===== src/rtl/wdg_pkg.sv =====
package wdg_pkg;
    localparam int SEL_W = 2;
    localparam int KEY_W = 5;
    localparam logic [KEY_W-1:0] SVC_KEY = 5'b01100;

    typedef struct packed {
        logic [SEL_W-1:0] sel;
        logic [KEY_W-1:0] key;
        logic             mon_en;
    } svc_byte_t;

    typedef struct packed {
        logic             locked;
        logic [SEL_W-1:0] sel;
        logic             mon_en;
    } wdg_cfg_t;
endpackage


===== src/rtl/wdg_svc_decode.sv =====
module wdg_svc_decode
    import wdg_pkg::*;
(
    input  logic             clk,
    input  logic             rst_n,
    input  logic [7:0]       svc_data,
    input  logic             accept,
    output logic             key_ok,
    output logic [SEL_W-1:0] sel,
    output logic             mon_en
);
    svc_byte_t fields;
    wdg_cfg_t  cfg_d, cfg_q;

    always_comb begin
        fields = svc_byte_t'(svc_data);
        key_ok = (fields.key == SVC_KEY);
        cfg_d  = cfg_q;
        if (accept && !cfg_q.locked) begin
            cfg_d.locked = 1'b1;
            cfg_d.sel    = fields.sel;
            cfg_d.mon_en = fields.mon_en;
        end
    end

    always_ff @(posedge clk or negedge rst_n) begin
        if (!rst_n) cfg_q <= '0;
        else        cfg_q <= cfg_d;
    end

    assign sel    = cfg_q.sel;
    assign mon_en = cfg_q.mon_en;

    p_cfg_frozen_r7: assert property (@(posedge clk) disable iff (!rst_n)
        cfg_q.locked |=> ($stable(cfg_q.sel) && $stable(cfg_q.mon_en) && cfg_q.locked));
endmodule


===== src/rtl/wdg_window_ctr.sv =====
module wdg_window_ctr
    import wdg_pkg::*;
#(
    parameter int BASE_UPPER = 2048,
    parameter int LOWER      = 256
) (
    input  logic             clk,
    input  logic             rst_n,
    input  logic             tick,
    input  logic             svc_we,
    input  logic             key_ok,
    input  logic [SEL_W-1:0] sel,
    output logic             accept,
    output logic             rst_req
);
    localparam int CNT_W = $clog2(BASE_UPPER) + (1 << SEL_W);

    typedef struct packed {
        logic [CNT_W-1:0] cnt;
        logic             req;
    } win_state_t;

    win_state_t       st_d, st_q;
    logic [CNT_W-1:0] upper;
    logic             early;

    always_comb begin
        upper  = CNT_W'(BASE_UPPER) << sel;
        early  = (st_q.cnt < CNT_W'(LOWER));
        accept = svc_we && key_ok && !early;
        st_d   = st_q;
        st_d.req = 1'b0;
        if (svc_we) begin
            st_d.cnt = '0;
            st_d.req = !accept;
        end else if (tick) begin
            if (st_q.cnt + CNT_W'(1) == upper) begin
                st_d.cnt = '0;
                st_d.req = 1'b1;
            end else begin
                st_d.cnt = st_q.cnt + CNT_W'(1);
            end
        end
    end

    always_ff @(posedge clk or negedge rst_n) begin
        if (!rst_n) st_q <= '0;
        else        st_q <= st_d;
    end

    assign rst_req = st_q.req;

    p_badkey_reset_r2: assert property (@(posedge clk) disable iff (!rst_n)
        (svc_we && !key_ok) |=> (rst_req && st_q.cnt == '0));
    p_early_reset_r3: assert property (@(posedge clk) disable iff (!rst_n)
        (svc_we && st_q.cnt < CNT_W'(LOWER)) |=> rst_req);
    p_accept_restart_r4: assert property (@(posedge clk) disable iff (!rst_n)
        accept |=> (!rst_req && st_q.cnt == '0));
    p_count_bound_r5: assert property (@(posedge clk) disable iff (!rst_n)
        st_q.cnt < upper);
endmodule


===== src/rtl/wdg_clk_mon.sv =====
module wdg_clk_mon #(
    parameter int MIN_EDGES = 2
) (
    input  logic clk,
    input  logic rst_n,
    input  logic enable,
    input  logic mon_edge,
    input  logic ref_tick,
    output logic clk_err
);
    localparam int MON_W = $clog2(MIN_EDGES + 1);

    typedef struct packed {
        logic [MON_W-1:0] edges;
        logic             err;
    } mon_state_t;

    mon_state_t       st_d, st_q;
    logic [MON_W-1:0] total;

    always_comb begin
        if (mon_edge && st_q.edges != MON_W'(MIN_EDGES))
            total = st_q.edges + MON_W'(1);
        else
            total = st_q.edges;
        st_d     = st_q;
        st_d.err = 1'b0;
        if (ref_tick) begin
            st_d.err   = enable && (total < MON_W'(MIN_EDGES));
            st_d.edges = '0;
        end else begin
            st_d.edges = total;
        end
    end

    always_ff @(posedge clk or negedge rst_n) begin
        if (!rst_n) st_q <= '0;
        else        st_q <= st_d;
    end

    assign clk_err = st_q.err;

    p_err_on_ref_r9: assert property (@(posedge clk) disable iff (!rst_n)
        clk_err |-> $past(ref_tick));
    p_err_needs_en_r10: assert property (@(posedge clk) disable iff (!rst_n)
        clk_err |-> $past(enable));
endmodule


===== src/rtl/windowed_watchdog.sv =====
module windowed_watchdog
    import wdg_pkg::*;
#(
    parameter int BASE_UPPER = 2048,
    parameter int LOWER      = 256,
    parameter int MIN_EDGES  = 2
) (
    input  logic       clk,
    input  logic       rst_n,
    input  logic       tick,
    input  logic       svc_we,
    input  logic [7:0] svc_data,
    input  logic       mon_edge,
    input  logic       ref_tick,
    output logic       rst_req,
    output logic       clk_err
);
    logic             key_ok;
    logic             accept;
    logic [SEL_W-1:0] sel;
    logic             mon_en;

    wdg_svc_decode i_decode (
        .clk(clk), .rst_n(rst_n), .svc_data(svc_data), .accept(accept),
        .key_ok(key_ok), .sel(sel), .mon_en(mon_en)
    );

    wdg_window_ctr #(.BASE_UPPER(BASE_UPPER), .LOWER(LOWER)) i_window (
        .clk(clk), .rst_n(rst_n), .tick(tick), .svc_we(svc_we),
        .key_ok(key_ok), .sel(sel), .accept(accept), .rst_req(rst_req)
    );

    wdg_clk_mon #(.MIN_EDGES(MIN_EDGES)) i_mon (
        .clk(clk), .rst_n(rst_n), .enable(mon_en), .mon_edge(mon_edge),
        .ref_tick(ref_tick), .clk_err(clk_err)
    );

    p_no_req_without_cause_r5: assert property (@(posedge clk) disable iff (!rst_n)
        (!svc_we && !tick) |=> !rst_req);
endmodule


===== config.mk =====
export PLATFORM = sky130hd
export DESIGN_NAME = windowed_watchdog
export DESIGN_NICKNAME = d
export VERILOG_FILES = /design/src/rtl/wdg_pkg.sv /design/src/rtl/wdg_svc_decode.sv /design/src/rtl/wdg_window_ctr.sv /design/src/rtl/wdg_clk_mon.sv /design/src/rtl/windowed_watchdog.sv
export SDC_FILE = /design/constraint.sdc
export NUM_CORES = 1
export LEC_CHECK = 0
export BUFFER_PORTS_ARGS = -buffer_cell sky130_fd_sc_hd__buf_2
export CAP_MARGIN = 10
export CELL_PAD_IN_SITES_DETAIL_PLACEMENT = 1
export CELL_PAD_IN_SITES_GLOBAL_PLACEMENT = 2
export CORE_AREA = 2 2 66 68
export DETAILED_ROUTE_END_ITERATION = 6
export DIE_AREA = 0 0 68 70
export GPL_TIMING_DRIVEN = 0
export PLACE_DENSITY = 0.78
export SLEW_MARGIN = 20
export SYNTH_ARGS = -nofsm -noshare
export SYNTH_HDL_FRONTEND = slang
export SYNTH_SLANG_ARGS = --single-unit

===== constraint.sdc =====
create_clock -name clk -period 5.5 [get_ports clk]
set_clock_uncertainty 0.1 [all_clocks]
set_input_delay 0.55 -clock clk [delete_from_list [all_inputs] [get_ports clk]]
set_output_delay 0.55 -clock clk [all_outputs]
set_load 0.005 [all_outputs]

# --- After elaboration in Yosys (flattened, before gate mapping) ---
# Cells that the tools add are included.
op_classes:
  addsub: 2
  shift: 1
  mux: 7
  magnitude_cmp: 2
  n_eq_ne: 3
  n_reduce_logical: 9
op_table:
  columns: ["operator", "count"]
  rows:
  - ["two-way mux 16 bit", 2]
  - ["adder 15 x 1 -> 15 bit (second input constant)", 1]
  - ["== test 15 bit", 1]
  - ["less-than comparator 15 x 9 -> 1 bit (second input constant)", 1]
  - ["two-way mux 15 bit", 1]
  - ["left shift 12 x 2 -> 15 bit (first input constant)", 1]
  - ["== test 5 x 4 -> 1 bit (second input constant)", 1]
  - ["logical AND 1 bit", 5]
  - ["two-way mux 2 bit", 2]
  - ["logical NOT 1 bit", 3]
  - ["adder 2 x 1 -> 2 bit (second input constant)", 1]
  - ["less-than comparator 2 bit (second input constant)", 1]
  - ["two-way mux 1 bit", 2]
  - ["inequality test 2 bit (second input constant)", 1]
  - ["nonzero test 2 bit", 1]
word_totals:
  input_bits: 14
  output_inout_bits: 2
  regBits: 23

# --- Longest topological paths before layout ---
logic_depth:
  depth_word: 6
  mapped_depth: 7
  ltp_nobuf: 7

# --- Modules after synthesis ---
# From an unflattened synthesis, not the netlist that was laid out.
hier_totals:
  hier_cells: 166
  area_unflattened_um2: 1541.5
modules_own_cells:
  columns: ["mod", "seq_area_each_um2", "n_inst", "area_each_um2", "cells_each"]
  rows:
  - ["wdg_window_ctr", 400.4, 1, 1199.9, 140]
  - ["wdg_svc_decode", 100.1, 1, 190.2, 13]
  - ["wdg_clk_mon", 75.1, 1, 151.4, 13]

# --- Worst setup path before layout ---
# Ideal clock, no wire load.
synth_timing:
  path_kind: "in2reg"
  start: "in svc_we"
  end: "reg i_decode.cfg_q (netlist bit i_decode.mon_en)"
  arrival_ns: 1.947
  t_required_ns: 5.275
  stages: 5
  n_path_buf: 1
  setup_slack_ns: 3.328
  setup_time_ns: 0.125
  path_cell_list: "clkbuf_1 > nand4b_1 > or4_1 > nor2_1 > mux2_2"
synth_between:
  elab_chain_len: 3
synth_rtl:
  columns: ["item", "line_no", "text"]
  rows:
  - ["from (decl)", "windowed_watchdog.sv:11", "input logic svc_we,"]
  - ["logical AND 1 bit (2 in a row)", "wdg_window_ctr.sv:30", "accept = svc_we && key_ok && !early;"]
  - ["logical AND 1 bit", "wdg_svc_decode.sv:19", "if (accept && !cfg_q.locked) begin"]
  - ["to (signal assigned)", "wdg_svc_decode.sv:28", "else cfg_q <= cfg_d;"]
  - ["to (decl)", "wdg_svc_decode.sv:13", "wdg_cfg_t cfg_d, cfg_q;"]
# No other way between the ends.
# A chain may end at the register's enable or synchronous reset.

# --- Worst setup path in the final report ---
layout_timing:
  start: "reg i_window.st_q[1] (netlist bit)"
  end: "reg i_window.st_q[14] (netlist bit)"
layout_between:
  elab_chain_len: 5
layout_rtl:
  columns: ["item", "line_no", "text"]
  rows:
  - ["from (decl)", "wdg_window_ctr.sv:23", "win_state_t st_d, st_q;"]
  - ["from (signal assigned)", "wdg_window_ctr.sv:48", "else st_q <= st_d;"]
  - ["adder 15 x 1 -> 15 bit *", "wdg_window_ctr.sv:37, wdg_window_ctr.sv:41", null]
  - ["== test 15 bit", "wdg_window_ctr.sv:37", "if (st_q.cnt + CNT_W'(1) == upper) begin"]
  - ["two-way mux 15 bit *", "wdg_window_ctr.sv:37", null]
  - ["two-way mux 16 bit *", "wdg_window_ctr.sv:36", "end else if (tick) begin"]
  - ["two-way mux 16 bit *", "wdg_window_ctr.sv:33", "if (svc_we) begin"]
# Mark *: on every way between the ends. The rest lies on a longest branch, timed or not. The select of a mux whose other input is x is not followed.

==> impl_results.md <==
* Outcome: finished clean
* Post-CTS Setup Bufs at 0
* Slew headroom at 64.53%
* Worst path arrival time at 2700 ps
* GPL Wtd Cong at 0.8041
* Initial core utilization at 35.45%
* Fill cells at 499
* Post-route minimum period at 2652 ps
* Post-CTS sizing at 0
* Slew @ Worst Pin at 532.0 ps
* Fraction of layout cells with a size suffix above 1 at 17.78%
* Crit path max-delay cell type: nor4_2
* Final hold slack at 141.6 ps
* Port Buffers at 14
* Initial antenna violation count at 0
* Worst setup EP type: flip-flop
* PD cells at 192.7 mW/mm²
* Die Ht at 70 µm
* Cell Chain, Critical Path: ha_1 > nand2_1 > nor4_2 > xnor2_1 > nand4_1 > a311oi_2 > nor3_1
* Total die area at 0.004760 mm²
* WL final at 3.789 mm
* Peak per-stage delay on the critical path at 500 ps
* Synth async-reset ratio at 100.0%
* Rows at 24
* Ys flop type: dfrtp_1
* Setup violations, final at 0
* Unrepaired setup endpoints after global routing: no
* CP Max Fanout at 7
* Drc violations at 0
* Root Driver: clkbuf_8
* Leak Pwr at 0.6861 nW
* Vias in the first global route at 1400
* Post-Syn Area at 0.001469 mm²
* Post-synthesis sequential area ratio at 39.18%
* Clock latency on the worst-skew pair at 270 ps
* Grt total ovfl at 0
* Syn Nets at 178
* Drt via density at 5.397
* Post-synth EDFFs at 0
* Mapped Avg Cell Area at 9.067 µm²
* Core area at 0.004144 mm²
* #FFs+latches synth at 23
* Period utilization at 48.22%
* CTS tree: done
* Area Overhead vs Synth at 12.52%
* Chip width at 68 µm
* Register area at 575.6 µm²
* Total track usage at 18.33%
* Critical Path Start Type: flip-flop
* Routed length per instance at 16.33 µm
* Max Fclk at 0.3771 GHz
* 1st-iter DRT viols at 38
* CTS Sinks at 23
* Post-Place Cell Area at 0.001604 mm²
* HP Class: primary input to asynchronous set/reset pin
* IO Pins at 16
* # hold bufs at CTS at 0
* Worst-path clk slew at 100 ps
* Peak VDD IR at 0.00007997 V
* Num CTS Buffers at 3
* Largest net degree at the start of global routing at 24
* Final instance area at 0.001653 mm²
* Final Non-Filler Cells at 232
* Setup TNS at 0 ps
* Vias at 1252
* Req. time, crit path at 5540 ps
* Post-synthesis cell count at 162
* End-of-flow core utilization at 39.89%
* Max cap viols at 0
* DP HPWL at 2.935 mm
* Ys Warns at 0
* DRT Pass-1 Iters at 4
* Crit path kind: flip-flop to flip-flop
* First-pass GRT wire length at 6.686 mm
* ANT nets after route at 0
* Max Root-Sink Buffers at 2
* N_diodes at 0
* Multi-input gate area at 845.8 µm²
* Cells after DPL at 228
* NumNets Final at 197
* Final Hold Fails at 0
* Number of distinct library cells after synthesis at 43
* Max-slew violations at 0
* H-tree lvl count at 1
## worst paths after layout
| path | depth (start not counted) | end | startpoint | slack (ps) |
|---|---|---|---|---|
| max in group asynchronous | 1 | i_window.st_q[1] | rst_n | 4790 |
| hold / removal | 1 | i_mon.st_q[1] | rst_n | 140 |
| setup / recovery | 7 | i_window.st_q[14] | i_window.st_q[1] | 2850 |
| hold reg to reg | 1 | i_decode.cfg_q[3] | i_decode.cfg_q[3] | 390 |
| setup reg to reg | 7 | i_window.st_q[14] | i_window.st_q[1] | 2850 |
| min in group clk | 2 | i_mon.st_q[1] | ref_tick | 350 |
## placed cells by master (no fill, tap or decap), types with 4 or more instances in the layout
master	Yosys	layout
nand3_1	6	6
clkbuf_1	5	5
a21oi_1	6	6
dfrtp_1	23	23
nand4_1	6	6
buf_2	2	16
nand2_1	17	17
inv_1	4	4
xnor2_1	6	6
nand2b_1	4	4
nor3_1	6	6
nor2_1	20	20
xor2_1	10	10
## cells by family after synthesis
family / Yosys count / share of synthesized area, %
compound gates: 23 / 11.58
xor+xnor: 17 / 11.07
fa+ha+maj: 2 / 1.703
buf+inv: 12 / 3.236
flops: 23 / 39.18
mux: 4 / 2.981
simple gates: 81 / 30.24
## metrics by stage
step | worst slack (ps) | total power [W]
3_3_place_gp | 3011 | 0.0002073
2_1_floorplan | 3328 | 0.0001956
6_report | 2848 | 0.0003185
5_1_grt | 2668 | 0.0003329
4_1_cts | 2854 | 0.0003221
3_5_place_dp | 2874 | 0.0002107
## flip-flops by register name, indices dropped and copies added, names as in the netlist
name,flops
i_decode.sel,2
i_mon.clk_err,1
i_window.rst_req,1
i_decode.mon_en,1
i_mon.st_q,2
i_window.st_q,15
i_decode.cfg_q,1
## routing by layer
layer / track usage, % / routed length (µm)
met1: 23.97 / 1806
met2: 31.28 / 1911
met3: 2.415 / 34
met4: 4.667 / 38
met5: 0 / 0
## power breakdown
group | total, W | internal (W) | switching (W)
clock | 0.000112 | 0.0000514 | 0.0000607
combinational | 0.0000283 | 0.0000111 | 0.0000172
sequential | 0.000178 | 0.000173 | 0.00000475
## worst max-delay path: cells and delay by family, from the launching register on
kind	cells	cell delay [ps]
AND/OR/NAND/NOR	4	990
flip-flops	1	480
AO/OA/AOI/OAI	1	450
XOR/XNOR	1	270
adder cells (fa/ha/maj)	1	240
## cell usage after synthesis (2+ instances only)
cell	count	area, µm²
o21ai_0	3	15.01
o31ai_1	2	15.01
inv_1	4	15.01
nand2b_1	4	25.02
nor2_1	20	75.07
xnor2_1	6	52.55
nor3_1	6	30.03
nor4_1	2	12.51
nor2b_1	2	12.51
nand3_1	6	30.03
nor4_2	3	37.54
a21oi_1	6	30.03
ha_1	2	25.02
mux2_2	3	33.78
or3_1	2	12.51
buf_2	2	10.01
or2_2	2	12.51
o32ai_1	2	17.52
dfrtp_1	23	575.6
and3_1	2	12.51
xor2_1	10	87.58
clkbuf_1	5	18.77
and4_1	2	17.52
nand2_1	17	63.81
nand4_2	2	25.02
nand4b_1	2	17.52
nand4_1	6	37.54
## final cells by class
class,instances,area share [%]
plain buffers,8,1.968
clock buffers,3,2.498
clock inverters,1,0.4542
inverters,4,0.9084
multi-input cells,127,51.17
flip-flops and latches,23,34.82
well taps,52,3.936
repair buffers,14,4.239
Power figures use the tool's default switching activity.
